--- config.mk ---
export PLATFORM = sky130hd
export DESIGN_NAME = fib_gen
export DESIGN_NICKNAME = d
export VERILOG_FILES = /design/src/rtl/fib_pkg.sv /design/src/rtl/fib_ld_reg.sv /design/src/rtl/fib_src_mux.sv /design/src/rtl/fib_gen.sv
export SDC_FILE = /design/constraint.sdc
export NUM_CORES = 1
export LEC_CHECK = 0
export ABC_AREA = 1
export BUFFER_PORTS_ARGS = -buffer_cell sky130_fd_sc_hd__buf_4
export CORE_UTILIZATION = 59
export DETAILED_ROUTE_END_ITERATION = 8
export HOLD_SLACK_MARGIN = 0.03
export PLACE_DENSITY_LB_ADDON = 0.15
export REMOVE_ABC_BUFFERS = 1
export SLEW_MARGIN = 15
export SYNTH_ARGS = -nofsm -noshare
export SYNTH_HDL_FRONTEND = slang
export SYNTH_SLANG_ARGS = --single-unit
--- constraint.sdc ---
create_clock -name clk -period 2.1 [get_ports clk]
set_clock_uncertainty 0.2 [all_clocks]
set_input_delay 0.315 -clock clk [delete_from_list [all_inputs] [get_ports clk]]
set_output_delay 0.315 -clock clk [all_outputs]
set_load 0.01 [all_outputs]
--- src/rtl/fib_pkg.sv ---
package fib_pkg;

  typedef enum logic {
    SRC_SEED = 1'b0,
    SRC_FEED = 1'b1
  } src_e;

  localparam int unsigned NUM_REGS  = 3;
  localparam int unsigned NUM_TERMS = 2;

endpackage

--- src/rtl/fib_ld_reg.sv ---
module fib_ld_reg #(
  parameter int unsigned WIDTH = 16
) (
  input  logic             clk,
  input  logic             rst,
  input  logic             ld,
  input  logic [WIDTH-1:0] d,
  output logic [WIDTH-1:0] q
);

  always_ff @(posedge clk) begin
    if (rst)     q <= '0;
    else if (ld) q <= d;
  end

  p_reset_r1: assert property (@(posedge clk) rst |=> q == '0)
    else $error("reset did not clear register");

  p_hold_r6: assert property (@(posedge clk) disable iff (rst)
    !ld |=> q == $past(q))
    else $error("register changed without load");

  p_load_r4: assert property (@(posedge clk) disable iff (rst)
    ld |=> q == $past(d))
    else $error("register missed its load");

endmodule

--- src/rtl/fib_src_mux.sv ---
module fib_src_mux
  import fib_pkg::*;
#(
  parameter int unsigned WIDTH = 16
) (
  input  src_e             sel,
  input  logic [WIDTH-1:0] seed,
  input  logic [WIDTH-1:0] feed,
  output logic [WIDTH-1:0] y
);

  always_comb begin
    unique case (sel)
      SRC_FEED: y = feed;
      default:  y = seed;
    endcase
  end

endmodule

--- src/rtl/fib_gen.sv ---
module fib_gen
  import fib_pkg::*;
#(
  parameter int unsigned WIDTH    = 16,
  parameter int unsigned SEED_OLD = 0,
  parameter int unsigned SEED_NEW = 1
) (
  input  logic             clk,
  input  logic             rst,
  input  logic             ld_old,
  input  logic             ld_new,
  input  logic             ld_sum,
  input  logic             sel_run,
  output logic [WIDTH-1:0] term_out
);

  localparam logic [WIDTH-1:0] SEED_OLD_V = WIDTH'(SEED_OLD);
  localparam logic [WIDTH-1:0] SEED_NEW_V = WIDTH'(SEED_NEW);

  // index 0: older term, 1: newer term, 2: sum
  logic [WIDTH-1:0]    q_r [NUM_REGS];
  logic [WIDTH-1:0]    d_c [NUM_REGS];
  logic [NUM_REGS-1:0] ld_v;
  logic [WIDTH-1:0]    sum_c;
  src_e                src;

  assign ld_v  = {ld_sum, ld_new, ld_old};
  assign src   = src_e'(sel_run);
  assign sum_c = q_r[0] + q_r[1];

  for (genvar i = 0; i < NUM_REGS; i++) begin : g_reg
    if (i < NUM_TERMS) begin : g_term
      // each term register moves one place along from its successor
      fib_src_mux #(.WIDTH(WIDTH)) u_mux (
        .sel  (src),
        .seed ((i == 0) ? SEED_OLD_V : SEED_NEW_V),
        .feed (q_r[i+1]),
        .y    (d_c[i])
      );
    end else begin : g_sum
      assign d_c[i] = sum_c;
    end

    fib_ld_reg #(.WIDTH(WIDTH)) u_reg (
      .clk (clk),
      .rst (rst),
      .ld  (ld_v[i]),
      .d   (d_c[i]),
      .q   (q_r[i])
    );
  end

  assign term_out = q_r[NUM_REGS-1];

  p_seed_old_r2: assert property (@(posedge clk) disable iff (rst)
    (!sel_run && ld_old) |=> q_r[0] == SEED_OLD_V)
    else $error("older seed not loaded");

  p_seed_new_r3: assert property (@(posedge clk) disable iff (rst)
    (!sel_run && ld_new) |=> q_r[1] == SEED_NEW_V)
    else $error("newer seed not loaded");

  p_shift_r4: assert property (@(posedge clk) disable iff (rst)
    (sel_run && ld_old && ld_new) |=> (q_r[0] == $past(q_r[1])) && (q_r[1] == $past(term_out)))
    else $error("feedback shift wrong");

  p_sum_r5: assert property (@(posedge clk) disable iff (rst)
    ld_sum |=> term_out == $past(q_r[0]) + $past(q_r[1]))
    else $error("sum register wrong");

  p_out_hold_r6: assert property (@(posedge clk) disable iff (rst)
    !ld_sum |=> $stable(term_out))
    else $error("output moved without sum load");

endmodule

# ---- After elaboration in Yosys (flattened, before gate mapping)
# Cells that the tools add are included.
dict set report classes {
  mux 2
  add_sub_neg 1
}
# operator n
set op_table {}
lappend op_table {{16-bit two-way mux} 2}
lappend op_table {{16-bit adder} 1}
dict set report totals {
  elab_cells 6
  in_bits 6
  regBits 48
}

# ---- Depth between registers and ports, before layout
dict set report logic_depth {
  ltp_word 1
  depth_mapped 12
  ltp_nobuf 12
}

# ---- By module
# A second synthesis with hierarchy kept.
dict set report hier_totals {
  cells_unflattened 585
  hier_area_um2 3435.8
}
# module area_each_um2 cells_each n_inst seq_area_each_um2
set modules_own_cells {}
lappend modules_own_cells {fib_ld_reg 670.6 101 3 320.3}
lappend modules_own_cells {fib_gen 935.9 178 1 0.0}
lappend modules_own_cells {fib_src_mux 244.0 52 2 0.0}

# ---- Worst setup path before layout
# No wires, ideal clock.
dict set report synth_timing {
  kind {reg-to-reg}
  start {register g_reg[1].u_reg.q[0]}
  end {register g_reg[2].u_reg.q[8]}
  setup_slack_ps 275
  setup_time_ps 109
  stages_incl_launch_ff 12
  path_buffers 0
  t_arrival_ps 1516
  cell_sequence {dfxtp_1 > ha_1 > fa_1 > nand2_1 > nand2_1 > and2_4 > nand2_2 > nand2_2 > xnor2_1 > nand2_1 > nand2_1 > inv_1}
}
dict set report synth_between {
  elab_chain_cells 1
}
# element line
set synth_rtl {}
lappend synth_rtl {{from (decl)} fib_ld_reg.sv:8} ;# output logic [WIDTH-1:0] q
lappend synth_rtl {{from (signal assigned)} fib_ld_reg.sv:12} ;# if (rst) q <= '0;
lappend synth_rtl {{from (signal assigned)} fib_ld_reg.sv:13} ;# else if (ld) q <= d;
lappend synth_rtl {{16-bit adder} fib_gen.sv:29} ;# assign sum_c = q_r[0] + q_r[1];
lappend synth_rtl {{to (signal assigned)} fib_ld_reg.sv:12}
lappend synth_rtl {{to (signal assigned)} fib_ld_reg.sv:13}
lappend synth_rtl {{to (decl)} fib_ld_reg.sv:8}
# Every way passes these cells.
# A chain may end at the register's enable or synchronous reset.

# ---- Final worst setup path
dict set report layout_timing {
  start {register g_reg[1].u_reg.q[0]}
  end {register g_reg[2].u_reg.q[14]}
}
# The elaborated chain is that of the path after synthesis.

==> impl_metrics.py <==
metrics = {
    "clock_tree": {
        "holdBufCountCts": 0,
        "clk_latency_ns": 0.30,
        "tritoncts": "yes",
        "cts_max_level": 2,
        "cts-root-buf": "clkbuf_8",
        "numCtsBuffers": 5,
        "clkTransAtPathRegs_ns": 0.08,
        "cts_sinks": 48,
        "clockBufferDepth": 2,
    },
    "final_layout": {
        "antennaDiodeCount": 0,
        "largest_reg_flops": 48,
        "fin_nets": 441,
        "syn_to_final_growth_pct": 9.33,
        "layout-drive-gt1-share": 0.0979,
        "final-instance-count-excl-fill": 471,
        "reg_top3": "g.u_reg.q x48",
        "top_register": "g.u_reg.q",
    },
    "floorplanning": {
        "io_pins": 22,
        "coreArea_sq_um": 4350,
        "rows": 24,
        "initial_core_util": 0.610,
        "dieArea_sq_um": 4770,
        "die_w_microns": 69.1,
        "die_y_microns": 69.1,
    },
    "detailed_routing": {
        "firstDrtPassIters": 4,
        "top_layer_used": "met4",
        "drt_iter0_drc": 163,
        "avgRoutedWirePerCell_microns": 12.5,
        "drt-met1-wl_microns": 2910,
        "drc": 0,
        "met2_length_microns": 2610,
        "postRouteAntennaNets": 0,
        "viasPerCell": 5.14,
        "via_count": 2420,
        "wl_microns": 5880,
        "dr_wl_met3_microns": 281,
    },
    "worst_setup_path": {
        "critPathMostFrequentCell": "nand2_1",
        "critPathLaunch": "g_reg[1].u_reg.q[0]$_SDFFE_PP0P_",
        "cp_cell_sequence": "ha_1 -> fa_2 -> nand2_1 -> nand2_1 -> nand3b_1 -> nand2_2 -> nand2_1 -> nand2_1 -> nand2_1 -> nand3_1 -> nand2_1 -> inv_1",
        "worstPathArrival_ns": 1.93,
        "cp.depth": 12,
        "reg2reg_to": "g_reg[2].u_reg.q[14]$_SDFFE_PP0P_",
        "critPathMaxStageDelay_ns": 0.35,
        "rr_worst_depth": 12,
        "crit_buf_inv": 1,
        "critPathSlowestCell": "fa_2",
        "critical_path_required_ns": 2.10,
        "path_class": "reg -> reg",
        "cp-end-kind": "register",
        "r2r_setup_slack_ns": 0.17,
        "crit_path_end": "g_reg[2].u_reg.q[14]$_SDFFE_PP0P_",
        "timing.rr.start": "g_reg[1].u_reg.q[0]$_SDFFE_PP0P_",
        "cpLargestDelayFamily": "simple AND/OR/NAND/NOR gates",
        "critPathMaxFanout": 3,
        "start_kind": "register",
    },
    "logic_synthesis": {
        "synthTopCellsByArea": "dfxtp_1 (36%), nand2_1 (18%), inv_1 (7.9%)",
        "synth_top_area_cell": "dfxtp_1",
        "synth_cell_types": 23,
        "synth_seq_area_share": 0.362,
        "yosysTopAreaCellShare": 0.362,
        "yosys_warnings": 0,
        "ys_seq_elements": 48,
        "synth_cells": 404,
        "syn-mean-instance-area_sq_um": 6.57,
        "synth_area_sq_um": 2660,
    },
    "place": {
        "hpwl_microns": 4130,
        "placement.io_buffers": 21,
        "place_inst": 464,
        "place.gp.congestion": 0.926,
    },
    "power": {
        "leakagePower_uw": 0.00148,
        "ir_drop_uv": 316,
        "cellPowerDensity_nw_per_um2": 600,
        "power_uw": 1740,
    },
    "run": {
        "drv_cap": 0,
    },
    "sta": {
        "hold_violations": 0,
        "max-slew-margin-rel": 0.562,
        "layout_min_cycle_time_ns": 1.93,
        "fin_tns_setup_ns": 0,
        "worst_slew_pin_slew_ns": 0.656,
        "final-max-slew-violation-count": 0,
        "rsz0062_at_grt": "false",
        "holdWs_ns": 0.108,
        "setup_viol_count_final": 0,
        "period_share": 0.918,
        "max_freq_ghz": 0.519,
    },
    "global_route": {
        "antenna_found_initial": 0,
        "grt_max_degree": 33,
        "gr-total-overflow": 0,
        "first_global_vias": 2306,
        "grt_pass1_wl_microns": 10400,
        "grtUsageTotal": 0.267,
    },
    "worst_hold_path": {
        "min_path_type": "in -> reg",
    },
    "outcome": {
        "status": "completed",
    },
}
-- placed cells by master, fill, tap and decap left out, drive strengths merged --
cell type | Yosys | layout
nand2 | 133 | 133
inv | 57 | 57
dfxtp | 48 | 48
a21oi | 38 | 38
nor2 | 36 | 36
buf | 7 | 23
nand3 | 22 | 22
o21ai | 21 | 21
ha | 15 | 15
clkbuf | 8 | 6
nor3 | 3 | 3
xnor2 | 3 | 3
o211ai | 3 | 3
or2 | 2 | 2
nand3b | 2 | 2
xor2 | 2 | 2
o221a | 1 | 1
and2 | 1 | 1
nand4 | 1 | 1
fa | 1 | 1
clkinv | 0 | 1
-- worst min-delay path by stage --
| stage | start | to | slack [ns] | depth (start not counted) |
|---|---|---|---|---|
| after global routing | ld_new | g_reg[1].u_reg.q[0]$_SDFFE_PP0P_ | 0.11 | 2 |
| after global placement | g_reg[2].u_reg.q[2]$_SDFFE_PP0P_ | g_reg[1].u_reg.q[2]$_SDFFE_PP0P_ | 0.26 | 2 |
| final | ld_new | g_reg[1].u_reg.q[0]$_SDFFE_PP0P_ | 0.11 | 2 |
| after CTS | ld_new | g_reg[1].u_reg.q[0]$_SDFFE_PP0P_ | 0.10 | 2 |
| after detailed placement | g_reg[1].u_reg.q[8]$_SDFFE_PP0P_ | g_reg[0].u_reg.q[8]$_SDFFE_PP0P_ | 0.27 | 2 |
| after floorplan | rst | g_reg[1].u_reg.q[10]$_SDFFE_PP0P_ | 0.18 | 1 |
-- per-stage QoR --
stage               setup WS (ns)  area (sq um)  utilization
floorplan                   0.275          2580            -
global placement            0.165          2820        0.648
detailed placement          0.115          2820        0.648
CTS                         0.103          2900        0.666
global route               0.0116          2900        0.667
finish                      0.173          2900        0.667
-- logic make-up (layout without fill, tap and decap cells) --
family | Yosys count | count (layout) | synth area share
xor gates and xnor gates | 5 | 5 | 0.0165
DFF | 48 | 48 | 0.362
AOI/OAI and AO/OA | 63 | 63 | 0.124
and+or+nand+nor | 200 | 200 | 0.311
adders and majority gates | 16 | 16 | 0.0782
buffers and inverters | 72 | 87 | 0.108
-- timing repair --
item                                    in CTS  in global routing
setup buffers                                0                  0
endpoints found under the setup margin       0                  3
gates resized for setup                      0                  2
-- synth_stat cells --
library cell    n
nand4_1         1
buf_2           4
fa_1            1
and2_4          1
buf_4           3
inv_2           1
inv_1          56
nand3b_1        2
dfxtp_1        48
or2_1           2
nand3_1        22
nand2_1       129
xor2_1          2
o21ai_0        21
o221a_2         1
nand2_2         4
nor2_1         36
ha_1           15
a21oi_1        38
clkbuf_1        8
o211ai_1        3
xnor2_1         3
nor3_2          3
-- layer usage --
layer,GRT usage,vias up
li1,-,1289
met1,0.372,1070
met2,0.425,52
met3,0.0409,9
met4,0.0862,0
met5,0,-
-- cell type report --
| class | instances | area (sq um) |
|---|---|---|
| clock buffer | 6 | 72.6 |
| clock inverter | 1 | 5.00 |
| fill | 409 | 1450 |
| inverter | 57 | 214 |
| multi-input combinational | 284 | 1410 |
| sequential | 48 | 961 |
| tap | 52 | 65.1 |
| timing repair buffer | 23 | 173 |
-- power breakdown --
| part | switching [uW] | internal (uW) | leakage (uW) |
|---|---|---|---|
| logic | 146 | 94.7 | 0.00105 |
| registers | 30.9 | 953 | 0.000394 |
| clock network | 290 | 227 | 0.0000410 |
(Power assumes the default switching activity.)
